===== src/rtl/brkpt_pkg.sv =====
package brkpt_pkg;

   localparam int CTL_W = 12;

   localparam logic [1:0] OP_EXEC  = 2'd0;
   localparam logic [1:0] OP_STORE = 2'd1;
   localparam logic [1:0] OP_LOAD  = 2'd2;
   localparam logic [1:0] OP_NONE  = 2'd3;

   localparam logic [1:0] PRIV_U = 2'd0;
   localparam logic [1:0] PRIV_S = 2'd1;
   localparam logic [1:0] PRIV_H = 2'd2;
   localparam logic [1:0] PRIV_M = 2'd3;

   localparam logic [2:0] MODE_EQ     = 3'd0;
   localparam logic [2:0] MODE_RANGE2 = 3'd1;
   localparam logic [2:0] MODE_GE     = 3'd2;
   localparam logic [2:0] MODE_LT     = 3'd3;
   localparam logic [2:0] MODE_MSKLO  = 3'd4;
   localparam logic [2:0] MODE_MSKHI  = 3'd5;

   // control word, bit 11 down to bit 0
   typedef struct packed {
      logic       chain;
      logic [2:0] mode;
      logic       use_data;
      logic       en_m;
      logic       en_h;
      logic       en_s;
      logic       en_u;
      logic       en_exec;
      logic       en_store;
      logic       en_load;
   } ctl_t;

endpackage


===== src/rtl/brkpt_cfg_regs.sv =====
module brkpt_cfg_regs
   import brkpt_pkg::*;
#(
   parameter int NUM_TRIG = 4,
   parameter int XLEN     = 32,
   parameter int IDX_W    = 2
) (
   input  logic                  clk,
   input  logic                  rst_n,
   input  logic                  cfg_we,
   input  logic [IDX_W-1:0]      cfg_sel,
   input  logic                  cfg_field,
   input  logic [XLEN-1:0]       cfg_wdata,
   output ctl_t                  ctl_o   [NUM_TRIG],
   output logic [XLEN-1:0]       tdata_o [NUM_TRIG]
);

   for (genvar g = 0; g < NUM_TRIG; g++) begin : g_slot
      logic sel_me;
      assign sel_me = cfg_we && (cfg_sel == IDX_W'(g));

      always_ff @(posedge clk or negedge rst_n) begin
         if (!rst_n) begin
            ctl_o[g]   <= '0;
            tdata_o[g] <= '0;
         end else if (sel_me) begin
            if (cfg_field) begin
               tdata_o[g] <= cfg_wdata;
            end else begin
               ctl_o[g] <= ctl_t'(cfg_wdata[CTL_W-1:0]);
            end
         end
      end
   end

endmodule


===== src/rtl/brkpt_compare.sv =====
module brkpt_compare
   import brkpt_pkg::*;
#(
   parameter int XLEN       = 32,
   parameter bit MASK_MODES = 1'b1
) (
   input  ctl_t            ctl,
   input  logic [XLEN-1:0] tdata,
   input  logic [1:0]      op,
   input  logic [1:0]      priv,
   input  logic [XLEN-1:0] addr,
   input  logic [XLEN-1:0] data,
   output logic            cand
);

   localparam int HALF = XLEN / 2;

   logic            op_ok;
   logic            priv_ok;
   logic [XLEN-1:0] val;
   logic [XLEN-1:0] diff;
   logic [XLEN-1:0] range_keep;
   logic            m_eq, m_ge, m_lt, m_range, m_lo, m_hi;
   logic            mode_ok;

   always_comb begin
      unique case (op)
         OP_EXEC:  op_ok = ctl.en_exec;
         OP_STORE: op_ok = ctl.en_store;
         OP_LOAD:  op_ok = ctl.en_load;
         default:  op_ok = 1'b0;
      endcase
   end

   always_comb begin
      unique case (priv)
         PRIV_U:  priv_ok = ctl.en_u;
         PRIV_S:  priv_ok = ctl.en_s;
         PRIV_H:  priv_ok = ctl.en_h;
         default: priv_ok = ctl.en_m;
      endcase
   end

   assign val  = ctl.use_data ? data : addr;
   assign diff = val ^ tdata;

   // bit i is ignored when compare bits i..0 are all ones
   for (genvar i = 0; i < XLEN; i++) begin : g_keep
      assign range_keep[i] = ~(&tdata[i:0]);
   end

   assign m_eq    = (diff == '0);
   assign m_ge    = (val >= tdata);
   assign m_lt    = (val < tdata);
   assign m_range = ((diff & range_keep) == '0);

   if (MASK_MODES) begin : g_mask
      logic [HALF-1:0] hmask;
      logic [HALF-1:0] lo_diff;
      logic [HALF-1:0] hi_diff;
      assign hmask   = tdata[XLEN-1:HALF];
      assign lo_diff = val[HALF-1:0] ^ tdata[HALF-1:0];
      assign hi_diff = val[XLEN-1:HALF] ^ tdata[HALF-1:0];
      assign m_lo    = ((lo_diff & hmask) == '0);
      assign m_hi    = ((hi_diff & hmask) == '0);
   end else begin : g_nomask
      assign m_lo = 1'b0;
      assign m_hi = 1'b0;
   end

   always_comb begin
      case (ctl.mode)
         MODE_EQ:     mode_ok = m_eq;
         MODE_RANGE2: mode_ok = m_range;
         MODE_GE:     mode_ok = m_ge;
         MODE_LT:     mode_ok = m_lt;
         MODE_MSKLO:  mode_ok = m_lo;
         MODE_MSKHI:  mode_ok = m_hi;
         default:     mode_ok = 1'b0;
      endcase
   end

   assign cand = op_ok && priv_ok && mode_ok;

endmodule


===== src/rtl/brkpt_chain_arb.sv =====
module brkpt_chain_arb #(
   parameter int NUM_TRIG = 4,
   parameter int IDX_W    = 2
) (
   input  logic [NUM_TRIG-1:0] cand_vec,
   input  logic [NUM_TRIG-1:0] chain_vec,
   output logic                found,
   output logic [IDX_W-1:0]    found_idx
);

   always_comb begin
      logic live;
      live      = 1'b1;
      found     = 1'b0;
      found_idx = '0;
      for (int i = 0; i < NUM_TRIG; i++) begin
         if (!live) begin
            // skip the rest of a broken chain, including its last link
            live = !chain_vec[i];
         end else if (!cand_vec[i]) begin
            if (chain_vec[i]) begin
               live = 1'b0;
            end
         end else if (!chain_vec[i] && !found) begin
            found     = 1'b1;
            found_idx = IDX_W'(i);
         end
      end
   end

endmodule


===== src/rtl/brkpt_match_bank.sv =====
module brkpt_match_bank
   import brkpt_pkg::*;
#(
   parameter int NUM_TRIG   = 4,
   parameter int XLEN       = 32,
   parameter bit MASK_MODES = 1'b1
) (
   input  logic                  clk,
   input  logic                  rst_n,
   input  logic                  cfg_we,
   input  logic [1:0]            cfg_sel,
   input  logic                  cfg_field,
   input  logic [XLEN-1:0]       cfg_wdata,
   input  logic                  hart_halted,
   input  logic [1:0]            acc_op,
   input  logic [1:0]            acc_priv,
   input  logic [XLEN-1:0]       acc_addr,
   input  logic [XLEN-1:0]       acc_data,
   output logic                  hit,
   output logic [1:0]            hit_idx
);

   localparam int IDX_W = 2;

   if (NUM_TRIG < 1 || NUM_TRIG > (1 << IDX_W)) begin : g_bad_count
      $error("brkpt_match_bank: NUM_TRIG must be between 1 and 4");
   end
   if (XLEN < 4 || (XLEN % 2) != 0 || XLEN < CTL_W) begin : g_bad_xlen
      $error("brkpt_match_bank: XLEN must be even and at least the control width");
   end

   ctl_t                ctl   [NUM_TRIG];
   logic [XLEN-1:0]     tdata [NUM_TRIG];
   logic [NUM_TRIG-1:0] cand_vec;
   logic [NUM_TRIG-1:0] chain_vec;
   logic                found;
   logic [IDX_W-1:0]    found_idx;

   brkpt_cfg_regs #(
      .NUM_TRIG (NUM_TRIG),
      .XLEN     (XLEN),
      .IDX_W    (IDX_W)
   ) u_regs (
      .clk       (clk),
      .rst_n     (rst_n),
      .cfg_we    (cfg_we),
      .cfg_sel   (cfg_sel),
      .cfg_field (cfg_field),
      .cfg_wdata (cfg_wdata),
      .ctl_o     (ctl),
      .tdata_o   (tdata)
   );

   for (genvar g = 0; g < NUM_TRIG; g++) begin : g_cmp
      brkpt_compare #(
         .XLEN       (XLEN),
         .MASK_MODES (MASK_MODES)
      ) u_cmp (
         .ctl   (ctl[g]),
         .tdata (tdata[g]),
         .op    (acc_op),
         .priv  (acc_priv),
         .addr  (acc_addr),
         .data  (acc_data),
         .cand  (cand_vec[g])
      );
      assign chain_vec[g] = ctl[g].chain;
   end

   brkpt_chain_arb #(
      .NUM_TRIG (NUM_TRIG),
      .IDX_W    (IDX_W)
   ) u_arb (
      .cand_vec  (cand_vec),
      .chain_vec (chain_vec),
      .found     (found),
      .found_idx (found_idx)
   );

   always_ff @(posedge clk or negedge rst_n) begin
      if (!rst_n) begin
         hit     <= 1'b0;
         hit_idx <= '0;
      end else begin
         hit     <= found && !hart_halted;
         hit_idx <= (found && !hart_halted) ? found_idx : '0;
      end
   end

endmodule


===== config.mk =====
export PLATFORM = sky130hd
export DESIGN_NAME = brkpt_match_bank
export DESIGN_NICKNAME = d
export VERILOG_FILES = /design/src/rtl/brkpt_pkg.sv /design/src/rtl/brkpt_cfg_regs.sv /design/src/rtl/brkpt_compare.sv /design/src/rtl/brkpt_chain_arb.sv /design/src/rtl/brkpt_match_bank.sv
export SDC_FILE = /design/constraint.sdc
export NUM_CORES = 1
export LEC_CHECK = 0
export BUFFER_PORTS_ARGS = -buffer_cell sky130_fd_sc_hd__clkbuf_2
export CAP_MARGIN = 5
export CORE_UTILIZATION = 51
export DETAILED_ROUTE_END_ITERATION = 6
export GPL_TIMING_DRIVEN = 0
export PLACE_DENSITY_LB_ADDON = 0.3
export SLEW_MARGIN = 10
export SYNTH_ARGS = -nofsm -noshare
export SYNTH_HDL_FRONTEND = slang
export SYNTH_SLANG_ARGS = --single-unit

===== constraint.sdc =====
create_clock -name clk -period 5.3 [get_ports clk]
set_clock_uncertainty 0.2 [all_clocks]
set_input_delay 0.265 -clock clk [delete_from_list [all_inputs] [get_ports clk]]
set_output_delay 0.265 -clock clk [all_outputs]
set_load 0.05 [all_outputs]

==> results.txt, run 1 <==
The logs give 0 for the count of final max-slew check failures and 29.9% for the worst slew margin relative to its limit. The checks that failed: design-rule violations. The post-synthesis instance total was 1655; the per-cell routed wire length was 31.0 microns.

The logs give 2075 for the post-layout net count and 0 for the number of setup violations in the final report. The synthesized netlist contains 87 unique library cells. IR analysis of the VDD net gives a maximum drop of 0.000296 V. The count of TritonRoute iterations in the first routing pass was 7; the synthesized net count was 1944. STA classifies the critical path startpoint as a flop. The run gives 4 as the DRC violation count after routing.

The placement row count is 63, and the number of cells traversed by the worst hold path is 3. In this run, synthesis inferred 0 flip-flops with an integrated enable. The logs give 0.00672 W for the total power of the final layout and 0 for the number of gates resized after CTS. Data on the critical path is required at its endpoint by 5.51 ns. The clock tree synthesis step divided the H-tree into 4 levels. Entering global routing, the biggest net connects 101 pins. The run gives 30000 sq um as the area inside the core boundary. For this block, the initial DRC count from the detailed router was 1832. The via count of the first global-routing pass came out at 14600. The sort of element at the end of the critical path is a flop.

In this run the power density over the cells is 384 nW/um^2. The clock reaches the later pin of the worst-skew pair after 0.48 ns. The vertical die dimension works out to 178 microns. The die covers 31600 sq um. The tree is rooted in a sky130_fd_sc_hd__clkbuf_16. The number of vias in the routed layout came out at 15200. In the final layout, the share of cells above drive strength 1 is 24.5%.

After synthesis, the share of flip-flops with an asynchronous set or reset is 100%. The cell leakage power was 7.70 nW; the placed wire-length estimate after detailed placement was 53100 microns. The tools report the number of buffers inserted during clock tree synthesis as 17. The final-report hold violation count was 0; the starting density of the core was 52.5%. The run gives 0 as the warning count from the yosys run. The final critical path takes up 95.7% of the cycle. For the final estimated routing congestion in global placement, the log shows 1.09.

The first global-routing pass estimated 98200 microns of wire. After clock tree synthesis, the clock-pin slew on the worst setup and hold paths is 0.08 ns. The logs give 179 for the clock net sink count and 0.197 GHz for the maximum clock frequency. The sequential fraction of the synthesis area came out at 28.4%.

The reported max-cap violation count was 0. Setup total negative slack on the finished layout was measured at 0 ns. STA puts the critical path data arrival time at 5.28 ns. The area growth from synthesis to layout is 11.0%.

The worst path needs 5.07 ns of the cycle, external delays included. In the routed layout, each cell is associated on average with a via count of 6.94. The remaining antenna violation count after routing is 0, and the summed instance area of the synthesized netlist is 15800 sq um. At the pin with the least slew margin, the transition time is 1.04 ns. The mean cell area of the mapped netlist was 9.52 sq um; the sum of overflow across all layers after global routing was 0. The register bit total from synthesis works out to 179. By startpoint and endpoint, the worst setup path is classified as flop to flop.

The run finished, with violations left. TritonCTS built the clock tree. The initial antenna violation count was 3. For this design the top-level I/O count stands at 110.

No sink is reached through more buffers than the 2 on the longest clock path. The path depth of the worst reg2reg path came out at 14. After detailed routing, the total wire length is 68000 microns.

Among all flip-flop cells after synthesis, the most frequent one is sky130_fd_sc_hd__dfrtp_1. Global routing consumed, over all layers together, 44.1% of the routing resources. Of all nets on the critical path, the largest fanout is 19. The number of I/O port buffers came out at 105. Type of the most critical hold path: primary input to flop. Setup repair after global routing left no endpoint under its margin. The die width came out at 178 microns.
## cell usage in the layout, fill, tap and decap left out, types with 18 or more instances in the layout
cell type | synthesis | final
sky130_fd_sc_hd__nand2_1 | 104 | 104
sky130_fd_sc_hd__a21oi_1 | 74 | 74
sky130_fd_sc_hd__nor4_1 | 27 | 27
sky130_fd_sc_hd__clkbuf_2 | 0 | 104
sky130_fd_sc_hd__nand4_1 | 57 | 57
sky130_fd_sc_hd__o22ai_1 | 48 | 48
sky130_fd_sc_hd__mux2_2 | 264 | 264
sky130_fd_sc_hd__clkbuf_1 | 26 | 26
sky130_fd_sc_hd__a31oi_1 | 18 | 18
sky130_fd_sc_hd__xnor2_1 | 48 | 48
sky130_fd_sc_hd__nor3_1 | 30 | 30
sky130_fd_sc_hd__inv_1 | 147 | 147
sky130_fd_sc_hd__nand2b_1 | 24 | 24
sky130_fd_sc_hd__nand3_1 | 34 | 34
sky130_fd_sc_hd__o21ai_0 | 68 | 68
sky130_fd_sc_hd__nor2_1 | 63 | 63
sky130_fd_sc_hd__ha_1 | 182 | 182
sky130_fd_sc_hd__dfrtp_1 | 179 | 179
## layer usage
metal	vias to the layer above	global-route usage [%]	part of all wire [%]
li1	6473	-	-
met1	7488	56.0	39
met2	983	64.8	42
met3	280	13.5	12
met4	2	27.8	7.1
met5	-	0	0.026
## area by class of cell
cell class	count	area, sq um
fill	2767	12500
multi-input combinational	1283	10500
sequential	179	4480
timing repair buffer	114	642
inverter	151	567
tap	390	488
clock buffer	17	425
buffer	40	176
clock inverter	15	171
antenna	6	15.0
## flip-flops by register name (all words and copies together), names as in the netlist
| name | flops |
|---|---|
| hit_idx | 2 |
| u_regs.ctl_o | 48 |
| u_regs.tdata_o | 128 |
| hit | 1 |
## worst max-delay path, stage by stage (launching register included)
cell and delay, ns:
sky130_fd_sc_hd__dfrtp_1 0.33, sky130_fd_sc_hd__buf_2 0.19, sky130_fd_sc_hd__buf_2 0.43, sky130_fd_sc_hd__mux2_2 0.41, sky130_fd_sc_hd__ha_1 0.50, sky130_fd_sc_hd__o22ai_1 0.16, sky130_fd_sc_hd__or4_1 0.50, sky130_fd_sc_hd__a2111oi_0 0.41
sky130_fd_sc_hd__nand4bb_1 0.14, sky130_fd_sc_hd__nor4_1 0.39, sky130_fd_sc_hd__nand4_1 0.22, sky130_fd_sc_hd__nand3_1 0.31, sky130_fd_sc_hd__o2111ai_1 0.26, sky130_fd_sc_hd__maj3_2 0.40, sky130_fd_sc_hd__a21oi_2 0.13
## synthesized netlist by cell type (27+ instances only)
cell type / number / area share, %
sky130_fd_sc_hd__o22ai_1: 48 / 1.9
sky130_fd_sc_hd__ha_1: 182 / 14
sky130_fd_sc_hd__xnor2_1: 48 / 2.7
sky130_fd_sc_hd__nor2_1: 63 / 1.5
sky130_fd_sc_hd__inv_1: 147 / 3.5
sky130_fd_sc_hd__nand4_1: 57 / 2.3
sky130_fd_sc_hd__mux2_2: 264 / 19
sky130_fd_sc_hd__nand3_1: 34 / 1.1
sky130_fd_sc_hd__nor3_1: 30 / 0.95
sky130_fd_sc_hd__o21ai_0: 68 / 2.2
sky130_fd_sc_hd__nand2_1: 104 / 2.5
sky130_fd_sc_hd__nor4_1: 27 / 1.1
sky130_fd_sc_hd__dfrtp_1: 179 / 28
sky130_fd_sc_hd__a21oi_1: 74 / 2.3
## power breakdown
part | switching, W | internal (W)
clock | 0.000665 | 0.000630
sequential | 0.000410 | 0.00166
combinational | 0.00199 | 0.00137
## final timing paths
check                                  from                   to  slack (ns)
max in group asynchronous             rst_n     u_regs.ctl_o[30]        3.74
max                        u_regs.ctl_o[19]                  hit        0.23
min                           cfg_wdata[24]  u_regs.tdata_o[120]        0.02
max reg2reg                u_regs.ctl_o[19]                  hit        0.23
min reg2reg                u_regs.ctl_o[14]     u_regs.ctl_o[14]        0.31
min in group asynchronous             rst_n  u_regs.tdata_o[124]        0.16
## cells by family (layout without fill, tap and decap cells)
logic type | Yosys count | count (layout) | synth area share, %
simple gates | 430 | 430 | 15.2
compound gates | 336 | 336 | 13.9
xor+xnor | 48 | 48 | 2.67
buf+inv | 193 | 337 | 4.76
other cells | 0 | 6 | 0
mux | 285 | 285 | 20.4
flops | 179 | 179 | 28.4
fa+ha+maj | 184 | 184 | 14.6
## stage by stage
| stage | instance area, sq um | util, % | hold WS, ns | worst slack [ns] | cells |
|---|---|---|---|---|---|
| detailed placement | 16800 | 56.0 | 0.147 | 0.113 | 2151 |
| global route | 17500 | 58.2 | 0.0245 | 0.110 | 2189 |
| floorplan | 15800 | - | -0.231 | 1.34 | 1655 |
| global placement | 16800 | 55.9 | 0.274 | 0.110 | 2150 |
| CTS | 17500 | 58.2 | 0.00290 | 0.0712 | 2191 |
| finish | 17500 | 58.3 | 0.0231 | 0.230 | 2195 |
## timing repair
action,in CTS,in global routing
endpoints found under the setup margin,0,3
setup buffers,0,0
hold buffers,8,0
hold endpoints to repair,87,0
Note: power is estimated with default switching activity, not from simulation.
==> run 2, diff against run 1 <==
- CTS_BUF_LIST: unset -> sky130_fd_sc_hd__clkbuf_16
- MAX_ROUTING_LAYER: unset -> met4
==> results.txt, run 2 (synthesis gave the netlist of run 1 again) <==
Overall power consumption after layout is estimated at 0.00671 W. The first routing iteration left 1927 violations. The register with the most flip-flops in the final layout is u_regs.tdata_o.

The final worst slack is 0.190 ns, and the share of the clock period used by the worst path is 96.4%. The clock period minus final worst setup slack was 5.11 ns; the final estimated routing congestion in global placement was 1.13. Setup violations remaining at the end of the flow were counted as 0. The number of I/O port buffers was 105; the cell leakage power was 7.67 nW.

For the die area, the log shows 31600 sq um. Once detail routing completed, the nets flagged for antenna violations numbered 0. The logs give 16800 sq um for the total placed instance area and 2 for the maximum root-to-sink buffer count. The cell area power density was 385 nW/um^2. The tools report the sort of element at the end of the critical path as a flop. In the final design database the tool counted 2071 nets. The layout overhead on the synthesized area came out at 10.7%. The post-layout utilization of the core is 58.1%. The tools report the H-tree depth as 4. TritonCTS built the clock tree. Across the VDD grid, the largest voltage drop is 0.000299 V. At the pin with the least slew margin, the transition time is 1.27 ns.

Per-cell routed wire length: 31.1 microns. The clock net sink count came out at 179. The maximum clock frequency is 0.196 GHz, and the ratio of cells with drive above 1 in the final layout is 24.6%. Launching element type of the critical path: a flop. Setup repair after global routing left no endpoint under its margin.

The run gives 68100 microns as the total routed wirelength. For the register-to-register setup slack, the log shows 0.19 ns. The detailed-route vias per instance was 6.93. The number of buffers inserted during clock tree synthesis was 17; the global-route usage over all layers was 45.4%. Type of the most critical hold path: primary input to flop.

The largest registers in the layout are u_regs.tdata_o x128, u_regs.ctl_o x48, hit_idx x2. The final-report hold violation count was 0. The logs give 98400 microns for the wire length of the first global-routing pass and 0 for the reported max-cap violation count. The via count of the first global-routing pass came out at 14600. Entering global routing, the biggest net connects 102 pins. The floorplan step set the die height to 178 microns. In this run the core area contains 63 standard-cell rows.

The global routing stage identified its most utilized layer as met2. Global routing finished with a remaining overflow of 0. The initial antenna violation count is 4, and the met3 capacity usage during global routing is 11.7%.

Leaving out fill and tap cells, the most frequent cell in the layout is sky130_fd_sc_hd__mux2_2. The number of vias in the routed layout is 15200. Detailed placement ended at an HPWL of 53700 microns.

Clock-pin slew was measured on the worst setup and hold paths at 0.08 ns. Before CTS, the worst setup slack after placement is -0.00817 ns. For this design the top-level I/O count stands at 110. CTS placed an instance of sky130_fd_sc_hd__clkbuf_16 at the clock tree root.

The total negative setup slack came out at 0 ns. Met1 layer usage reported by global route: 57.2%. STA puts the critical path data arrival time at 5.29 ns. The finished cells cover 17400 sq um. The top fanout value on the critical path came out at 19. For this run, design rule violations remaining after detail routing come to 0.

Count of final max-slew check failures: 0. Measured against its own limit, the worst slew margin works out to 14.5%. The later pin in the worst-skew pair is clocked with a latency of 0.47 ns. The run finished with clean final reports. For the global routing met2 resource utilization, the log shows 66.4%.

The top cell types in the final layout, fill and taps aside, are sky130_fd_sc_hd__mux2_2, sky130_fd_sc_hd__ha_1, sky130_fd_sc_hd__dfrtp_1, sky130_fd_sc_hd__inv_1. The region available for standard cell placement spans 30000 sq um. The number of flip-flops in the largest register was 128; the required time of the worst setup path was 5.48 ns.

For this configuration, the core starts out at a cell density of 52.5%. The first detailed-routing pass ran for 6 iterations. The worst setup path is of the flop to flop kind. The die width is 178 microns. In this run the post-CTS setup repair buffer count came out at 0.
==> run 2: cell types whose count changed in the layout (fill, tap and decap cells not counted) <==
cell                            change
sky130_fd_sc_hd__clkinv_8           -4
sky130_fd_sc_hd__diode_2            +3
sky130_fd_sc_hd__a311oi_1           -1
sky130_fd_sc_hd__clkinv_2           -1
sky130_fd_sc_hd__clkinvlp_4         +2
sky130_fd_sc_hd__clkinv_4           -1
sky130_fd_sc_hd__buf_6              +1
sky130_fd_sc_hd__a311oi_2           +1
sky130_fd_sc_hd__inv_8              +3
sky130_fd_sc_hd__dlygate4sd3_1      -5
==> run 2: final timing paths <==
kind                                            end  cells past startpoint              from
worst max-delay path                     hit_idx[1]                     14  u_regs.ctl_o[19]
worst min-delay path            u_regs.tdata_o[114]                      3     cfg_wdata[18]
worst max register to register           hit_idx[1]                     14  u_regs.ctl_o[19]
worst min register to register      u_regs.ctl_o[0]                      1   u_regs.ctl_o[0]
max in group asynchronous           u_regs.ctl_o[6]                      3             rst_n
min in group asynchronous       u_regs.tdata_o[112]                      2             rst_n
==> run 2: critical path: stages (launching register included) <==
cell	delay (ns)
sky130_fd_sc_hd__dfrtp_1	0.36
sky130_fd_sc_hd__buf_2	0.17
sky130_fd_sc_hd__buf_2	0.45
sky130_fd_sc_hd__mux2_2	0.41
sky130_fd_sc_hd__ha_1	0.48
sky130_fd_sc_hd__o22ai_1	0.19
sky130_fd_sc_hd__or4_1	0.48
sky130_fd_sc_hd__a2111oi_0	0.37
sky130_fd_sc_hd__nand4bb_1	0.17
sky130_fd_sc_hd__nor4_1	0.51
sky130_fd_sc_hd__nand4_1	0.23
sky130_fd_sc_hd__nand3_1	0.26
sky130_fd_sc_hd__o2111ai_1	0.22
sky130_fd_sc_hd__maj3_2	0.39
sky130_fd_sc_hd__nor3_2	0.13
==> run 2: metrics by stage <==
step	hold slack, ns	std cells
finish	0.0363	2193
global route	0.0142	2191
CTS	0.000307	2185
detailed placement	0.159	2152
global placement	0.263	2150
floorplan	-0.231	1655
==> run 2: cell type report <==
class,instances,area (sq um)
Inverter,151,567
Fill cell,2695,12600
Clock inverter,14,141
Antenna cell,9,22.5
Clock buffer,17,425
Timing Repair Buffer,110,603
Tap cell,390,488
Sequential cell,179,4480
Buffer,40,176
Multi-Input combinational cell,1283,10500
==> run 2: routing by layer <==
layer  vias up  share of wire (%)
met5         -                  0
met2      1026                 43
met1      7454                 40
li1       6469                  -
met3       248                 11
met4         0                6.2
==> run 2: what timing repair did <==
item,4_1_cts,5_1_grt
hold buffers,3,0
endpoints found under the setup margin,1,2
hold endpoints to repair,85,0
pin swaps,0,0
gates resized for setup,0,1
==> run 2: power breakdown <==
part / switching [W] / internal (W) / leakage (nW)
clock network: 0.000658 / 0.000623 / 0.274
registers: 0.000400 / 0.00166 / 2.16
logic: 0.00201 / 0.00137 / 5.23
total: 0.00307 / 0.00365 / 7.67
